==> src/rtl/tw_pkg.sv <==
package tw_pkg;
  localparam int unsigned BYTE_W = 8;
  localparam int unsigned DEV_AW = 7;

  typedef enum logic [2:0] {
    ST_IDLE,
    ST_DEV,
    ST_REG,
    ST_WR,
    ST_ACK,
    ST_RD,
    ST_MACK
  } tw_state_e;
endpackage

==> src/rtl/tw_sync.sv <==
module tw_sync #(
  parameter int unsigned STAGES = 2
) (
  input  logic clk_i,
  input  logic rst_ni,
  input  logic d_i,
  output logic q_o
);
  logic [STAGES-1:0] chain_q;

  generate
    if (STAGES == 1) begin : g_one
      always_ff @(posedge clk_i or negedge rst_ni) begin
        if (!rst_ni) chain_q <= '1;
        else         chain_q <= d_i;
      end
    end else begin : g_many
      always_ff @(posedge clk_i or negedge rst_ni) begin
        if (!rst_ni) chain_q <= '1;
        else         chain_q <= {chain_q[STAGES-2:0], d_i};
      end
    end
  endgenerate

  assign q_o = chain_q[STAGES-1];
endmodule

==> src/rtl/tw_deglitch.sv <==
module tw_deglitch #(
  parameter int unsigned FILT_CYC = 3
) (
  input  logic clk_i,
  input  logic rst_ni,
  input  logic d_i,
  output logic q_o
);
  localparam int unsigned CNT_W = (FILT_CYC < 2) ? 1 : $clog2(FILT_CYC);
  localparam logic [CNT_W-1:0] CNT_LAST = CNT_W'(FILT_CYC - 1);

  logic             lvl_q;
  logic [CNT_W-1:0] cnt_q;

  // accept a new level only after it has held FILT_CYC cycles in a row
  always_ff @(posedge clk_i or negedge rst_ni) begin
    if (!rst_ni) begin
      lvl_q <= 1'b1;
      cnt_q <= '0;
    end else if (d_i != lvl_q) begin
      if (cnt_q == CNT_LAST) begin
        lvl_q <= d_i;
        cnt_q <= '0;
      end else begin
        cnt_q <= cnt_q + 1'b1;
      end
    end else begin
      cnt_q <= '0;
    end
  end

  assign q_o = lvl_q;
endmodule

==> src/rtl/tw_bus_events.sv <==
module tw_bus_events (
  input  logic clk_i,
  input  logic rst_ni,
  input  logic scl_i,
  input  logic sda_i,
  output logic rise_o,
  output logic fall_o,
  output logic start_o,
  output logic stop_o
);
  logic scl_q, sda_q;

  always_ff @(posedge clk_i or negedge rst_ni) begin
    if (!rst_ni) begin
      scl_q <= 1'b1;
      sda_q <= 1'b1;
    end else begin
      scl_q <= scl_i;
      sda_q <= sda_i;
    end
  end

  assign rise_o  = scl_i & ~scl_q;
  assign fall_o  = ~scl_i & scl_q;
  assign start_o = scl_i & scl_q & sda_q & ~sda_i;
  assign stop_o  = scl_i & scl_q & ~sda_q & sda_i;
endmodule

==> src/rtl/tw_link_fsm.sv <==
module tw_link_fsm
  import tw_pkg::*;
#(
  parameter int unsigned REG_AW = 8
) (
  input  logic                clk_i,
  input  logic                rst_ni,
  input  logic                sda_i,
  input  logic                rise_i,
  input  logic                fall_i,
  input  logic                start_i,
  input  logic                stop_i,
  input  logic [DEV_AW-1:0]   dev_addr_i,
  input  logic [BYTE_W-1:0]   rdata_i,
  output logic [REG_AW-1:0]   addr_o,
  output logic [BYTE_W-1:0]   wdata_o,
  output logic                we_o,
  output logic                re_o,
  output logic                sda_oe_o,
  output tw_state_e           state_o
);
  localparam int unsigned BIT_W = $clog2(BYTE_W);
  localparam logic [BIT_W-1:0] BIT_LAST = BIT_W'(BYTE_W - 1);

  tw_state_e          state_q, after_ack_q;
  logic [BYTE_W-1:0]  shift_q;
  logic [BIT_W-1:0]   bit_cnt_q;
  logic               ack_on_q;
  logic               mack_q;
  logic [REG_AW-1:0]  addr_q;
  logic [BYTE_W-1:0]  wdata_q;
  logic               we_q, re_q;
  logic [BYTE_W-1:0]  rx_byte;
  logic               dev_hit;

  assign rx_byte = {shift_q[BYTE_W-2:0], sda_i};
  assign dev_hit = (rx_byte[BYTE_W-1:1] == dev_addr_i);

  always_ff @(posedge clk_i or negedge rst_ni) begin
    if (!rst_ni) begin
      state_q     <= ST_IDLE;
      after_ack_q <= ST_IDLE;
      shift_q     <= '0;
      bit_cnt_q   <= '0;
      ack_on_q    <= 1'b0;
      mack_q      <= 1'b0;
      addr_q      <= '0;
      wdata_q     <= '0;
      we_q        <= 1'b0;
      re_q        <= 1'b0;
    end else begin
      we_q <= 1'b0;
      re_q <= 1'b0;
      if (we_q) addr_q <= addr_q + 1'b1;  // pointer moves after the strobe
      if (start_i) begin
        state_q   <= ST_DEV;
        bit_cnt_q <= '0;
        ack_on_q  <= 1'b0;
      end else if (stop_i) begin
        state_q  <= ST_IDLE;
        ack_on_q <= 1'b0;
      end else begin
        case (state_q)
          ST_DEV, ST_REG, ST_WR: begin
            if (rise_i) begin
              shift_q   <= rx_byte;
              bit_cnt_q <= bit_cnt_q + 1'b1;
              if (bit_cnt_q == BIT_LAST) begin
                state_q <= ST_ACK;
                case (state_q)
                  ST_DEV: begin
                    if (!dev_hit)       state_q     <= ST_IDLE;
                    else if (rx_byte[0]) after_ack_q <= ST_RD;
                    else                 after_ack_q <= ST_REG;
                  end
                  ST_REG: begin
                    addr_q      <= rx_byte[REG_AW-1:0];
                    after_ack_q <= ST_WR;
                  end
                  default: begin
                    wdata_q     <= rx_byte;
                    we_q        <= 1'b1;
                    after_ack_q <= ST_WR;
                  end
                endcase
              end
            end
          end
          ST_ACK: begin
            if (fall_i) begin
              if (!ack_on_q) begin
                ack_on_q <= 1'b1;
              end else begin
                ack_on_q  <= 1'b0;
                bit_cnt_q <= '0;
                state_q   <= after_ack_q;
                if (after_ack_q == ST_RD) begin
                  shift_q <= rdata_i;
                  re_q    <= 1'b1;
                end
              end
            end
          end
          ST_RD: begin
            if (fall_i) begin
              if (bit_cnt_q == BIT_LAST) begin
                state_q <= ST_MACK;
                addr_q  <= addr_q + 1'b1;
              end else begin
                shift_q   <= {shift_q[BYTE_W-2:0], 1'b0};
                bit_cnt_q <= bit_cnt_q + 1'b1;
              end
            end
          end
          ST_MACK: begin
            if (rise_i) begin
              mack_q <= ~sda_i;
            end else if (fall_i) begin
              bit_cnt_q <= '0;
              if (mack_q) begin
                shift_q <= rdata_i;
                re_q    <= 1'b1;
                state_q <= ST_RD;
              end else begin
                state_q <= ST_IDLE;
              end
            end
          end
          default: ;
        endcase
      end
    end
  end

  assign sda_oe_o = ((state_q == ST_RD) && !shift_q[BYTE_W-1]) ||
                    ((state_q == ST_ACK) && ack_on_q);
  assign addr_o   = addr_q;
  assign wdata_o  = wdata_q;
  assign we_o     = we_q;
  assign re_o     = re_q;
  assign state_o  = state_q;
endmodule

==> src/rtl/tw_reg_slave.sv <==
module tw_reg_slave
  import tw_pkg::*;
#(
  parameter int unsigned REG_AW      = 8,
  parameter int unsigned SYNC_STAGES = 2,
  parameter int unsigned FILT_CYC    = 3
) (
  input  logic                clk_i,
  input  logic                rst_ni,
  input  logic                scl_i,
  input  logic                sda_i,
  output logic                sda_oe_o,
  input  logic [DEV_AW-1:0]   dev_addr_i,
  output logic [REG_AW-1:0]   reg_addr_o,
  output logic [BYTE_W-1:0]   reg_wdata_o,
  output logic                reg_we_o,
  output logic                reg_re_o,
  input  logic [BYTE_W-1:0]   reg_rdata_i
);
  logic      scl_sync, sda_sync;
  logic      scl_f, sda_f;
  logic      scl_rise, scl_fall, start_det, stop_det;
  tw_state_e link_state;

  tw_sync #(.STAGES(SYNC_STAGES)) i_scl_sync (
    .clk_i(clk_i), .rst_ni(rst_ni), .d_i(scl_i), .q_o(scl_sync));
  tw_sync #(.STAGES(SYNC_STAGES)) i_sda_sync (
    .clk_i(clk_i), .rst_ni(rst_ni), .d_i(sda_i), .q_o(sda_sync));

  // same filter on both lines keeps their relative timing
  tw_deglitch #(.FILT_CYC(FILT_CYC)) i_scl_flt (
    .clk_i(clk_i), .rst_ni(rst_ni), .d_i(scl_sync), .q_o(scl_f));
  tw_deglitch #(.FILT_CYC(FILT_CYC)) i_sda_flt (
    .clk_i(clk_i), .rst_ni(rst_ni), .d_i(sda_sync), .q_o(sda_f));

  tw_bus_events i_events (
    .clk_i(clk_i), .rst_ni(rst_ni), .scl_i(scl_f), .sda_i(sda_f),
    .rise_o(scl_rise), .fall_o(scl_fall), .start_o(start_det), .stop_o(stop_det));

  tw_link_fsm #(.REG_AW(REG_AW)) i_fsm (
    .clk_i(clk_i), .rst_ni(rst_ni), .sda_i(sda_f),
    .rise_i(scl_rise), .fall_i(scl_fall), .start_i(start_det), .stop_i(stop_det),
    .dev_addr_i(dev_addr_i), .rdata_i(reg_rdata_i),
    .addr_o(reg_addr_o), .wdata_o(reg_wdata_o), .we_o(reg_we_o), .re_o(reg_re_o),
    .sda_oe_o(sda_oe_o), .state_o(link_state));
endmodule

==> config.mk <==
export PLATFORM = sky130hd
export DESIGN_NAME = tw_reg_slave
export DESIGN_NICKNAME = d
export VERILOG_FILES = /design/src/rtl/tw_pkg.sv /design/src/rtl/tw_sync.sv /design/src/rtl/tw_deglitch.sv /design/src/rtl/tw_bus_events.sv /design/src/rtl/tw_link_fsm.sv /design/src/rtl/tw_reg_slave.sv
export SDC_FILE = /design/constraint.sdc
export NUM_CORES = 1
export LEC_CHECK = 0
export BUFFER_PORTS_ARGS = -buffer_cell sky130_fd_sc_hd__buf_2
export CORE_MARGIN = 1.5
export CORE_UTILIZATION = 40
export CTS_CLUSTER_SIZE = 20
export DETAILED_ROUTE_END_ITERATION = 7
export PLACE_DENSITY = 0.71
export SETUP_SLACK_MARGIN = 0.4
export SYNTH_ARGS = -nofsm -noshare
export SYNTH_HDL_FRONTEND = slang
export SYNTH_SLANG_ARGS = --single-unit
==> constraint.sdc <==
create_clock -name clk_i -period 2.05 [get_ports clk_i]
set_input_delay 0.1025 -clock clk_i [delete_from_list [all_inputs] [get_ports clk_i]]
set_output_delay 0.1025 -clock clk_i [all_outputs]
set_load 0.01 [all_outputs]
==> results.md <==
- Kind of launch point of the worst setup path: register
- Most common library cell in the layout ignoring fill and taps: nand2_1
- Layout cells sized above 1: 41.1%
- Die width: 85.2 µm
- Cells traversed along the worst timing path: or3_4 -> a41oi_2 -> a211oi_2 -> o211ai_4 -> mux2_2
- Cell type of the slowest stage on the worst timing path: dfrtp_2
- Vertical extent of the die: between 80 and 90 µm
- Detail Placement HPWL: 4550 µm
- Number of buffers created by CTS: 5
- Share of total power consumed by net switching: 40.4%
- Leading register cell type out of synthesis: dfrtp_1
- Detailed-route vias per instance: 5.41
- IO Port Bufs: 37
- Library cell used as clock root buffer: clkbuf_8
- EDFF count, synth: 0
- Vias in the first global route: around 2300
- Fraction of post-synthesis cell area in the top cell type by area: between 30% and 40%
- GPL Wtd Cong: a little under 0.9
- Sequential Power Share: 35.3%
- Dominant cells by area after synthesis: dfrtp_1 38%, mux2_2 8.8%, dfstp_2 7.8%
- Initial antenna violation count: 0
- Clock latency on the worst-skew pair: ~310 ps
- Type of destination of the critical path: register
- Power per standard cell area: ~1200 nW/µm²
- First-pass GRT wire length: 10700 µm
- Max H-tree Level: 2
- Net switching component of the power: approximately 1.7 mW
- Number of warning messages in the yosys log: 0
- Final setup slack of the worst path: around 190 ps
- Reg clk slew, reported paths: about 90 ps
- Net count of the mapped netlist: between 200 and 300
- Sum Neg Setup Slack: 0 ps
- Mapped cell area: about 2700 µm²
- Count of final setup violators: 0
- Critical path data required time: 2250 ps
- FP Rows: 29
- Number of design rule violations left after detail routing: 1
- Sequential fraction of the synthesis area: between 40 and 50%
- Source of the worst register-to-register timing path: i_fsm.state_o[1]
- Final nets: 362
- Maximum number of pins on one net before global-route repair: 27
- Wire per inst: approximately 16 µm
- Hold Violations, Final: 0
- Worst vdd rail ir drop: ~0.00067 V
- Clock period minus worst slack: between 1500 and 2000 ps
- Final setup skew: around 7.5 ps
- Highest cell delay on the worst timing path: roughly 460 ps
- RSZ-0062 raised after global routing: true
- Share of flip-flops with an asynchronous set or reset: between 90% and 100%
- Clock Path Buffers: 2
- Leakage: 1.61 nW
- Setup WS pre-CTS: -73.1 ps
- WP data arrival: 2060 ps
- Count of inserted antenna diode cells: 0
- Max-slew headroom at the worst pin: between 60 and 70%
- Overflow left after global routing: 0
- Hold WS: about 110 ps
- Outcome: finished with violations
- Internal power: roughly 2.6 mW
- Worst Hold Class: in2reg
- Unique masters post-synth: 49
- GR Util All Layers: a little under a fifth
- Relative area change from synthesis to final layout: 28.8%
- Final Cycle Share: 90.8%
- Tightest Pin Transition: around 560 ps
- Worst hold start: reg_rdata_i[3]
- Post-Synthesis Cells: between 200 and 300
- Effective utilization at floorplan: a little over two fifths
- Logic gate share of total power: approximately half
- Fin area: around 3500 µm²
- Violation count after the first detailed-routing iteration: around 120
- Number of sinks driven by the clock tree: 49
- Start point of the critical path: i_fsm.state_o[1]
- Number of top-level design ports: 38
- Number of antenna-violating nets in the routed design: 0
- Number of vias in the routed layout: 2261
- Most area-hungry cell type in the Yosys netlist: dfrtp_1
- Largest driver fanout on the critical path: 8
- Area enclosed by the die boundary: between 7000 and 8000 µm²
- Most frequent cells in the layout: 44 x nand2_1, 37 x buf_2, 32 x dfrtp_1
- Area after DPL: a little over 3000 µm²
- Floorplan Core Area: roughly 6400 µm²
- Clk pwr share: 13.1%
- Mean area per synthesized cell: 9.94 µm²
- WS Path Type: reg2reg
- CTS tree: built
- Max-cap violation count: 0
- Max frequency: 537 MHz
- Post-synthesis sequential element count: 49
- Final slew viol count: 0
- Violations in the final reports: design-rule violations
- Detailed-routing iteration count for the pre-antenna-repair pass: 6
- Total routed wirelength: between 6000 and 7000 µm
==> worst max-delay path, delay by kind of cell, from the launching register on <==
family           cells  cell delay, ps
AO/OA/AOI/OAI        3             510
flip-flops           1             460
multiplexers         1             380
AND/OR/NAND/NOR      1             400
==> worst paths after layout <==
path	endpoint	slack [ps]	depth (start not counted)
max	i_fsm.shift_q[1]	190	5
min	i_fsm.shift_q[3]	110	4
max reg2reg	i_fsm.shift_q[1]	190	5
min reg2reg	i_scl_sync.chain_q[1]	360	0
max in group asynchronous	i_fsm.shift_q[3]	1180	3
min in group asynchronous	i_fsm.state_o[2]	320	2
==> power groups by stage <==
stage               clock network [mW]  registers, mW  logic, mW
floorplan                            0           1.42       1.27
global placement                     0           1.57       1.63
detailed placement                   0           1.59       1.68
CTS                              0.585           1.54       2.04
global route                     0.612           1.55       2.41
finish                           0.568           1.52       2.23
==> metrics by stage <==
stage | power [mW] | util (%) | instances
4_1_cts | 4.17 | 52.8 | 410
2_1_floorplan | 2.69 | - | 272
6_report | 4.32 | 54.2 | 418
5_1_grt | 4.58 | 54.2 | 418
3_5_place_dp | 3.26 | 48.2 | 388
3_3_place_gp | 3.20 | 48.2 | 388
==> area by class of cell <==
cell class | instances | area [µm²]
Inverter | 7 | 26.3
Timing Repair Buffer | 76 | 522
Tap cell | 77 | 96.3
Clock inverter | 2 | 10.0
Sequential cell | 49 | 1250
Clock buffer | 6 | 72.6
Multi-Input combinational cell | 201 | 1510
Fill cell | 569 | 2940
==> repair_timing <==
| action | 4_1_cts | 5_1_grt |
|---|---|---|
| hold buffers | 3 | 0 |
| buffers inserted | 11 | 8 |
| pin swaps | 7 | 5 |
| cloned | 0 | 0 |
| setup endpoints to repair | 33 | 32 |
| gates resized for setup | 26 | 7 |
| endpoints found under the hold margin | 17 | 0 |
==> kinds of logic after synthesis <==
logic type                 after synthesis  share of synthesized area [%]
buffers and inverters                   22                           3.29
adders and majority gates                3                           1.39
and+or+nand+nor                        107                           19.7
DFF                                     49                           45.7
muxes                                   29                           11.7
AOI/OAI and AO/OA                       40                           11.1
xor gates and xnor gates                22                           7.13
==> state kept, by name (all words and copies together), names as in the netlist <==
name and cells:
i_fsm.ack_on_q 1, i_scl_flt.cnt_q 2, i_sda_flt.cnt_q 2, i_fsm.addr_o 8, i_events.sda_q 1, i_fsm.state_o 3
i_scl_flt.q_o 1, i_fsm.wdata_o 8, i_fsm.shift_q 8, i_scl_sync.chain_q 2, i_fsm.bit_cnt_q 3, i_fsm.mack_q 1
i_events.scl_q 1, i_fsm.after_ack_q 3, i_sda_sync.chain_q 2, i_sda_flt.q_o 1, i_fsm.we_o 1, i_fsm.re_o 1
==> synth_stat cells, drive strengths merged (2+ instances only) <==
cell type and number:
nand4 3, mux2i 8, ha 3, buf 5
xnor2 12, o21ai 6, a211o 5, a211oi 3
nor2b 3, nor2 15, nand3b 7, a21oi 7
nor3b 3, nor3 6, inv 7, o221ai 5
and3 2, nand2b 6, nand2 44, o211ai 2
nand3 8, dfrtp 41, and2 2, xor2 10
or3 4, dfstp 8, mux2 21, clkbuf 10
==> layer usage <==
metal,share of wire (%),track usage (%),vias to the layer above,wire length [µm]
met5,0,0,-,0
met4,2.3,8.20,0,151
met3,3.3,2.72,11,219
met2,48,31.7,46,3210
met1,46,24.5,1114,3060
li1,-,-,1090,-
Power figures use the tool's default switching activity.
